File: src/rtl/txfifo_pkg.sv
package txfifo_pkg;

  localparam int unsigned BYTE_W = 8;
  localparam int unsigned TAG_W  = 2;

  typedef struct packed {
    logic [TAG_W-1:0]  tag;
    logic [BYTE_W-1:0] data;
  } fifo_entry_t;

  // level after one cycle of accepted write/read
  function automatic int unsigned next_level(int unsigned lvl, logic inc, logic dec);
    int unsigned n;
    n = lvl;
    if (inc && !dec) n = lvl + 1;
    else if (dec && !inc) n = lvl - 1;
    return n;
  endfunction

  // free entries given the fill level
  function automatic int unsigned free_space(int unsigned lvl, int unsigned depth);
    return depth - lvl;
  endfunction

  function automatic logic meets_threshold(int unsigned lvl, int unsigned depth,
                                           int unsigned thr);
    return free_space(lvl, depth) >= thr;
  endfunction

  // pointer advance with wrap for any depth
  function automatic int unsigned ptr_step(int unsigned p, int unsigned depth);
    return (p == depth - 1) ? 0 : p + 1;
  endfunction

endpackage

File: src/rtl/txfifo_ctrl.sv
module txfifo_ctrl #(
  parameter int unsigned DEPTH = 256,
  localparam int unsigned AW = $clog2(DEPTH),
  localparam int unsigned LW = $clog2(DEPTH + 1)
) (
  input  logic          clk,
  input  logic          rst_n,
  input  logic          wr_en,
  input  logic          rd_en,
  output logic [AW-1:0] wr_ptr,
  output logic [AW-1:0] rd_ptr,
  output logic [LW-1:0] level,
  output logic          wr_accept,
  output logic          rd_accept,
  output logic          wr_drop,
  output logic          rd_miss
);
  import txfifo_pkg::*;

  logic is_full;
  logic is_empty;

  assign is_full   = (level == LW'(DEPTH));
  assign is_empty  = (level == '0);
  assign wr_accept = wr_en && !is_full;
  assign rd_accept = rd_en && !is_empty;
  assign wr_drop   = wr_en && is_full;
  assign rd_miss   = rd_en && is_empty;

  always_ff @(posedge clk or negedge rst_n) begin
    if (!rst_n) begin
      wr_ptr <= '0;
      rd_ptr <= '0;
      level  <= '0;
    end else begin
      if (wr_accept) wr_ptr <= AW'(ptr_step(32'(wr_ptr), DEPTH));
      if (rd_accept) rd_ptr <= AW'(ptr_step(32'(rd_ptr), DEPTH));
      level <= LW'(next_level(32'(level), wr_accept, rd_accept));
    end
  end

endmodule

File: src/rtl/txfifo_store.sv
module txfifo_store #(
  parameter int unsigned DEPTH = 256,
  localparam int unsigned AW = $clog2(DEPTH)
) (
  input  logic                     clk,
  input  logic                     rst_n,
  input  logic                     we,
  input  logic [AW-1:0]            waddr,
  input  txfifo_pkg::fifo_entry_t  wentry,
  input  logic                     re,
  input  logic [AW-1:0]            raddr,
  output txfifo_pkg::fifo_entry_t  rentry
);
  import txfifo_pkg::*;

  fifo_entry_t mem [DEPTH];

  always_ff @(posedge clk) begin
    if (we) mem[waddr] <= wentry;
  end

  // output register holds on a missed read
  always_ff @(posedge clk or negedge rst_n) begin
    if (!rst_n) rentry <= '0;
    else if (re) rentry <= mem[raddr];
  end

endmodule

File: src/rtl/txfifo_status.sv
module txfifo_status #(
  parameter int unsigned DEPTH = 256,
  localparam int unsigned LW = $clog2(DEPTH + 1),
  localparam int unsigned NERR = 2
) (
  input  logic            clk,
  input  logic            rst_n,
  input  logic [LW-1:0]   level,
  input  logic [LW-1:0]   thresh,
  input  logic [NERR-1:0] err_event,
  input  logic            err_clear,
  output logic            empty,
  output logic            full,
  output logic            space_ok,
  output logic [NERR-1:0] err_flag
);
  import txfifo_pkg::*;

  assign empty    = (level == '0);
  assign full     = (level == LW'(DEPTH));
  assign space_ok = meets_threshold(32'(level), DEPTH, 32'(thresh));

  // one sticky bit per error source; a new event outranks the clear
  for (genvar i = 0; i < NERR; i++) begin : g_sticky
    always_ff @(posedge clk or negedge rst_n) begin
      if (!rst_n) err_flag[i] <= 1'b0;
      else if (err_event[i]) err_flag[i] <= 1'b1;
      else if (err_clear) err_flag[i] <= 1'b0;
    end
  end

endmodule

File: src/rtl/txpkt_fifo.sv
module txpkt_fifo #(
  parameter int unsigned DEPTH = 256,
  localparam int unsigned AW = $clog2(DEPTH),
  localparam int unsigned LW = $clog2(DEPTH + 1),
  localparam int unsigned DW = txfifo_pkg::BYTE_W,
  localparam int unsigned TW = txfifo_pkg::TAG_W
) (
  input  logic          clk,
  input  logic          rst_n,
  input  logic          wr_en,
  input  logic [DW-1:0] wr_data,
  input  logic [TW-1:0] wr_tag,
  input  logic          rd_en,
  output logic [DW-1:0] rd_data,
  output logic [TW-1:0] rd_tag,
  input  logic [LW-1:0] space_thresh,
  input  logic          err_clear,
  output logic [LW-1:0] level,
  output logic          empty,
  output logic          full,
  output logic          space_ok,
  output logic          overflow,
  output logic          underflow
);
  import txfifo_pkg::*;

  logic [AW-1:0] wr_ptr;
  logic [AW-1:0] rd_ptr;
  logic          wr_accept;
  logic          rd_accept;
  logic          wr_drop;
  logic          rd_miss;
  fifo_entry_t   in_entry;
  fifo_entry_t   out_entry;
  logic [1:0]    err_flag;

  assign in_entry.data = wr_data;
  assign in_entry.tag  = wr_tag;

  txfifo_ctrl #(.DEPTH(DEPTH)) u_ctrl (
    .clk       (clk),
    .rst_n     (rst_n),
    .wr_en     (wr_en),
    .rd_en     (rd_en),
    .wr_ptr    (wr_ptr),
    .rd_ptr    (rd_ptr),
    .level     (level),
    .wr_accept (wr_accept),
    .rd_accept (rd_accept),
    .wr_drop   (wr_drop),
    .rd_miss   (rd_miss)
  );

  txfifo_store #(.DEPTH(DEPTH)) u_store (
    .clk    (clk),
    .rst_n  (rst_n),
    .we     (wr_accept),
    .waddr  (wr_ptr),
    .wentry (in_entry),
    .re     (rd_accept),
    .raddr  (rd_ptr),
    .rentry (out_entry)
  );

  txfifo_status #(.DEPTH(DEPTH)) u_status (
    .clk       (clk),
    .rst_n     (rst_n),
    .level     (level),
    .thresh    (space_thresh),
    .err_event ({rd_miss, wr_drop}),
    .err_clear (err_clear),
    .empty     (empty),
    .full      (full),
    .space_ok  (space_ok),
    .err_flag  (err_flag)
  );

  assign rd_data   = out_entry.data;
  assign rd_tag    = out_entry.tag;
  assign overflow  = err_flag[0];
  assign underflow = err_flag[1];

endmodule

File: config.mk
export PLATFORM = sky130hd
export DESIGN_NAME = txpkt_fifo
export DESIGN_NICKNAME = d
export VERILOG_FILES = /design/src/rtl/txfifo_pkg.sv /design/src/rtl/txfifo_ctrl.sv /design/src/rtl/txfifo_store.sv /design/src/rtl/txfifo_status.sv /design/src/rtl/txpkt_fifo.sv
export SDC_FILE = /design/constraint.sdc
export NUM_CORES = 2
export LEC_CHECK = 0
export BUFFER_PORTS_ARGS = -buffer_cell sky130_fd_sc_hd__buf_4
export CAP_MARGIN = 30
export CORE_MARGIN = 2
export CORE_UTILIZATION = 54
export CTS_CLUSTER_SIZE = 40
export DETAILED_ROUTE_END_ITERATION = 16
export PLACE_DENSITY = 0.68
export SLEW_MARGIN = 40
export SYNTH_ARGS = -nofsm -noshare
export SYNTH_HDL_FRONTEND = slang
export SYNTH_SLANG_ARGS = --single-unit
File: constraint.sdc
create_clock -name clk -period 5.05 [get_ports clk]
set_clock_uncertainty 0.15 [all_clocks]
set_input_delay 1.2625 -clock clk [delete_from_list [all_inputs] [get_ports clk]]
set_output_delay 1.2625 -clock clk [all_outputs]
set_load 0.1 [all_outputs]
### After elaboration in Yosys (flattened, before gate mapping)

Memories as Yosys holds them, arrays and structs flattened. A register that Yosys moved wholly into a read port is not among the register bits.
Cells that the tools add are included.

* add/subtract/negate cells: 5
* muxes and demuxes: 9
* eq/ne operators: 3
* reductions and logical operators: 15
* order comparisons: 1

Operator list (number)
* 32-bit by 9-bit >= comparator with 1-bit output: 1
* 9-bit two-way mux: 2
* 8-bit by 1-bit adder with 8-bit output (second input constant): 2
* 8-bit equality test (second input constant): 2
* 8-bit two-way mux: 2
* 9-bit by 9-bit subtractor with 10-bit output (first input constant): 1
* 9-bit by 1-bit adder with 9-bit output (second input constant): 1
* 9-bit equality test (second input constant): 1
* 9-bit logical NOT: 1
* 9-bit by 1-bit subtractor with 9-bit output (second input constant): 1
* 1-bit logical AND: 6
* 2-bit nonzero test: 3
* 1-bit logical NOT: 5
* 1-bit two-way mux: 5

* memories kept: 1
* memory bits (writable): 2560
* bits in registers: 27
* logic and storage cells: 39

Memory list
* u_store.mem: words 256, bits a word 10, read ports 1, clocked after Yosys merged registers in 1, wr ports 1, line txfifo_store.sv:16 `fifo_entry_t mem [DEPTH];`

### Logic depth before layout (Yosys ltp)

* depth after elaboration: 7
* depth in mapped cells: 20

### Hierarchy

Synthesis repeated with hierarchy kept, for this count alone.

* cells, all modules: 5048
* area, all modules: 102160.5 um^2

By module, submodules not included
* txfifo_store: seq. area each 77124.0 um^2, instances 1, area each 100149.8 um^2, cells an instance 4833
* txfifo_ctrl: seq. area each 625.6 um^2, instances 1, area each 1545.2 um^2, cells an instance 160
* txfifo_status: seq. area each 50.0 um^2, instances 1, area each 465.4 um^2, cells an instance 55

### Least setup slack after synthesis

Ideal clock, no wire load.

* path type: flip-flop to flip-flop
* start point: register u_ctrl.level[0]
* end point: register u_ctrl.level[7]
* path slack: -362 ps
* library setup time: 137 ps
* stages on the path, launching flop included: 21
* arrival: 5124 ps
* required time: 4763 ps
* buffers on the path: 1
* clock period less this slack: 5412 ps
* cell sequence: dfrtp_1 inv_1 ha_1 nand2_1 or3_1 nor3_1 ha_1 nand2b_1 inv_1 clkbuf_1 ha_1 inv_1 ha_1 a21o_1 a21o_1 a21o_1 a21oi_1 o21bai_1 a21oi_1 xor2_1 o21ai_0

* cells in the longest elaborated chain, start to end: 6
* elaborated cells between the ends (all ways): 15
* classes of those cells: add/sub (2); eq/ne (1); mux (2); reduce/logical (10)

RTL lines
* start, declared: line txfifo_ctrl.sv:12 `output logic [LW-1:0] level,`
* start signal, assigned: line txfifo_ctrl.sv:38 `level <= LW'(next_level(32'(level), wr_accept, rd_accept));`
* 9-bit equality test (*)
* net full: line txpkt_fifo.sv:20 `output logic full,`
* 1-bit logical NOT (*): line txfifo_ctrl.sv:25 `assign wr_accept = wr_en && !is_full;`
* 1-bit logical AND (*): line txfifo_ctrl.sv:25
* net u_ctrl.wr_accept: line txfifo_ctrl.sv:13 `output logic wr_accept,`
* 1-bit logical NOT: line txfifo_pkg.sv:16 `else if (dec && !inc) n = lvl - 1;`
* 1-bit logical AND: line txfifo_pkg.sv:16
* 2-bit nonzero test (no line)

The timed path passes the listed nets; every way through them passes the cells marked *. The select of a mux whose other input is x is not followed.
A chain may end at the register's enable or synchronous reset.

### Final worst setup path

* start point: register u_ctrl.level[1]
* end point: output space_ok

* cells in the longest elaborated chain, start to end: 2

RTL lines
* 9-bit by 9-bit subtractor with 10-bit output: line txfifo_pkg.sv:22 `return depth - lvl;`
* 32-bit by 9-bit >= comparator with 1-bit output: line txfifo_pkg.sv:27 `return free_space(lvl, depth) >= thr;`
* end, declared: line txpkt_fifo.sv:21 `output logic space_ok,`

No other way between the ends.

==> flow_summary_export.csv <==
group,metric,value,unit
synth,synth_top_area_cell,"edfxtp_1",
worst_setup_path,crit_fanout,5,
floorplan,die_h,437,um
flow_run,cap_violations,0,
drt,wl_per_cell,34.0,um
synth,syn_avg_cell_area,20.9,um^2
synth,synth_fp_nets,4906,
timing,timing.hold.ws,0.301,ns
worst_setup_path,required,3.64,ns
global_route,grt_pass1_wl,377000,um
global_route,grt_use_total,27.7,%
worst_setup_path,cp_top_family,"simple AND/OR/NAND/NOR gates",
place,place_inst,7284,
timing,fin_crit,4.81,ns
worst_setup_path,cpPeakStageDelay,0.42,ns
drt,drc_errors,0,
finish,synthToLayoutAreaGrowth,12.4,%
timing,maxSlewHeadroom,34.9,%
clock_network,ctsHoldBuffers,0,
drt,wirelength,264000,um
place,dpl_cell_area,106000,um^2
clock_network,cts_sinks,2597,
worst_setup_path,cp.arrival,3.40,ns
clock_network,clkTransAtPathRegs,0.06,ns
finish,nNetsFinal,5135,
clock_network,clk_latency,0.91,ns
drt,first_pass_iters,8,
power,p_leak,35.6,nW
finish,fillers,12900,
floorplan,die-area,191000,um^2
place,io_buffers,47,
clock_network,cts_tree,"done",
worst_setup_path,cp_num_buf_inv,3,
timing,hold_viol_final,0,
floorplan,start_util,54.5,%
synth,syn_area,101000,um^2
drt,drt-initial-drc-count,7400,
floorplan,io_pins,48,
timing,finalSetupTns,0,ns
timing,finalCritPeriodShare,95.3,%
power,irDropWorstVdd,356,uV
finish,stdcell_count,7745,
synth,yosys.area_share.simple,2.47,%
synth,yosysSeqAreaShare,76.8,%
worst_setup_path,critPathLaunchType,"flip-flop",
synth,synthXorXnorAreaFrac,0.216,%
timing,drv_slew,0,
clock_network,numCtsBuffers,275,
synth,synthMostInstantiatedCell,"edfxtp_1",
min_path,hold_class,"input port to async pin",
global_route,grt_start_max_net_pins,166,
floorplan,rows,158,
synth,async_flop_share,1.42,%
synth,syn_inst,4855,
synth,ys_ff_latch,2597,
timing,setup_viol,0,
drt,num_vias,51300,
synth,synth_ff_type,"edfxtp_1",
worst_setup_path,cp_slowest_cell,"dfrtp_1",
finish,drive_gt1_share,26.8,%
synth,synth-compound-area-share,3.54,%
timing,rsz0062_at_grt,"false",
drt,vias_per_cell,6.63,
global_route,antenna_found_initial,5,
clock_network,htreeDepth,5,
floorplan,core-area,186000,um^2
synth,synth_fa_ha_area_share,0.341,%
timing,max_freq,208,MHz
power,power,61.1,mW
synth,synth_warnings,0,
place,dpl.hpwl,160000,um
floorplan,die_w,437,um
global_route,grt_pass1_vias,50800,
synth,synth_edf_count,2560,
synth,synth_top_family_by_area,"multiplexers",
clock_network,clockBufferDepth,4,
drt,final_antenna_net_count,0,
finish,fin_area,114000,um^2
synth,synthTopCellsByCount,"2560 x edfxtp_1, 529 x mux4_2, 302 x nor2_1",
place,gp_congestion,0.860,
clock_network,postCtsSetupBuffers,0,
power,powerDensity,537,nW/um^2
worst_setup_path,worstSetupPathType,"flip-flop to primary output",
synth,synth_cell_types,70,
worst_setup_path,path_cells,"inv_1 > ha_1 > nand2_1 > or3_1 > nor3_4 > ha_2 > inv_1 > ha_1 > a21o_1 > nor3_1 > a21oi_2 > buf_8",
global_route,grt_remaining_overflow,0,
status,status,"finished, final reports clean",
synth,synthMuxAreaShare,14.8,%
synth,synthDominantCellAreaShare,75.9,%
synth,synth_area_leaders,"edfxtp_1 76%, mux4_2 12%, mux2i_1 2.3%",
worst_setup_path,worst_setup_path_end_kind,"primary output",
timing,tightest_slew,0.977,ns
clock_network,ctsRootBufferMaster,"clkbuf_16",
-- registers in the layout, indices dropped and copies added (netlist names) --
name	flops
u_store.mem	2560
u_store.rentry	10
u_ctrl.level	9
u_ctrl.rd_ptr	8
u_ctrl.wr_ptr	8
u_status.err_flag	2
-- layer usage --
metal | track usage [%] | routed length (um)
met5 | 0 | 40
met4 | 10.3 | 10400
met3 | 5.88 | 27300
met2 | 41.8 | 123000
met1 | 40.3 | 103000
-- final timing paths --
kind	start	to	slack (ns)	depth (start not counted)
max	u_ctrl.level[1]	space_ok	0.24	12
min reg2reg	u_status.err_flag[1]	u_status.err_flag[1]	0.39	2
min in group clk	u_status.err_flag[1]	u_status.err_flag[1]	0.39	2
min	rst_n	u_store.rentry[4]	0.30	1
max reg2reg	u_ctrl.level[1]	u_ctrl.level[7]	0.54	20
max in group asynchronous	rst_n	u_ctrl.rd_ptr[2]	3.88	1
-- where the power goes --
part | leakage, nW | internal, mW | switching [mW]
logic | 8.24 | 6.92 | 11.1
registers | 23.4 | 24.0 | 0.635
clock network | 3.92 | 10.6 | 7.88
-- layout by cell type (no fill, tap or decap), types with 32 or more instances in the layout --
| master | count |
|---|---|
| a22oi_1 | 123 |
| edfxtp_1 | 2560 |
| o22ai_1 | 33 |
| nor2_2 | 251 |
| o21ai_0 | 68 |
| mux2i_1 | 234 |
| nor2_1 | 51 |
| nand3_1 | 54 |
| buf_12 | 35 |
| clkbuf_16 | 282 |
| a21oi_1 | 92 |
| dfrtp_1 | 32 |
| nand2_1 | 111 |
| clkbuf_1 | 68 |
| mux4_2 | 529 |
| clkinv_1 | 56 |
| a221oi_1 | 49 |
| buf_4 | 183 |
-- kinds of logic (layout without fill, tap and decap cells) --
| group | count (synthesis) | after routing |
|---|---|---|
| DFF | 2597 | 2597 |
| muxes | 793 | 793 |
| and+or+nand+nor | 585 | 585 |
| AOI/OAI and AO/OA | 520 | 520 |
| buffers and inverters | 308 | 717 |
| adders and majority gates | 27 | 27 |
| xor gates and xnor gates | 25 | 25 |
| other | 0 | 1 |
-- worst register-to-register path, cell delays in order, from the launching register on --
cell and delay [ns]:
dfrtp_1 0.42, inv_1 0.15, ha_1 0.20, nand2_1 0.08, or3_1 0.39, nor3_4 0.20
ha_2 0.24, nand2b_1 0.18, buf_4 0.19, inv_1 0.07, ha_1 0.27, inv_1 0.26
ha_1 0.29, a21o_1 0.18, a21o_1 0.19, a21o_1 0.19, a21oi_1 0.21, o21bai_1 0.09
a21oi_1 0.18, xor2_1 0.15, o21ai_0 0.08
-- through the flow --
step | setup WS (ns) | utilization, %
after floorplan | -0.0805 | -
after detailed placement | 0.260 | 56.9
after global placement | 0.288 | 56.4
after CTS | 0.0518 | 61.2
after global routing | 0.00373 | 61.3
final | 0.235 | 61.3
-- final cells by class --
| class | count | area (um^2) | share of cell area [%] |
|---|---|---|---|
| inverter | 24 | 95.1 | 0.0835 |
| clock inverter | 104 | 699 | 0.614 |
| sequential | 2597 | 77800 | 68.4 |
| tap | 2480 | 3100 | 2.73 |
| timing repair buffer | 236 | 2410 | 2.12 |
| clock buffer | 353 | 7330 | 6.44 |
| multi-input combinational | 1950 | 22400 | 19.6 |
| antenna | 1 | 2.50 | 0.00220 |
-- timing repair --
item                       4_1_cts  5_1_grt
setup endpoints to repair        1        1
gates resized for setup          3        2
hold endpoints to repair         0        0
Power figures use the tool's default switching activity.
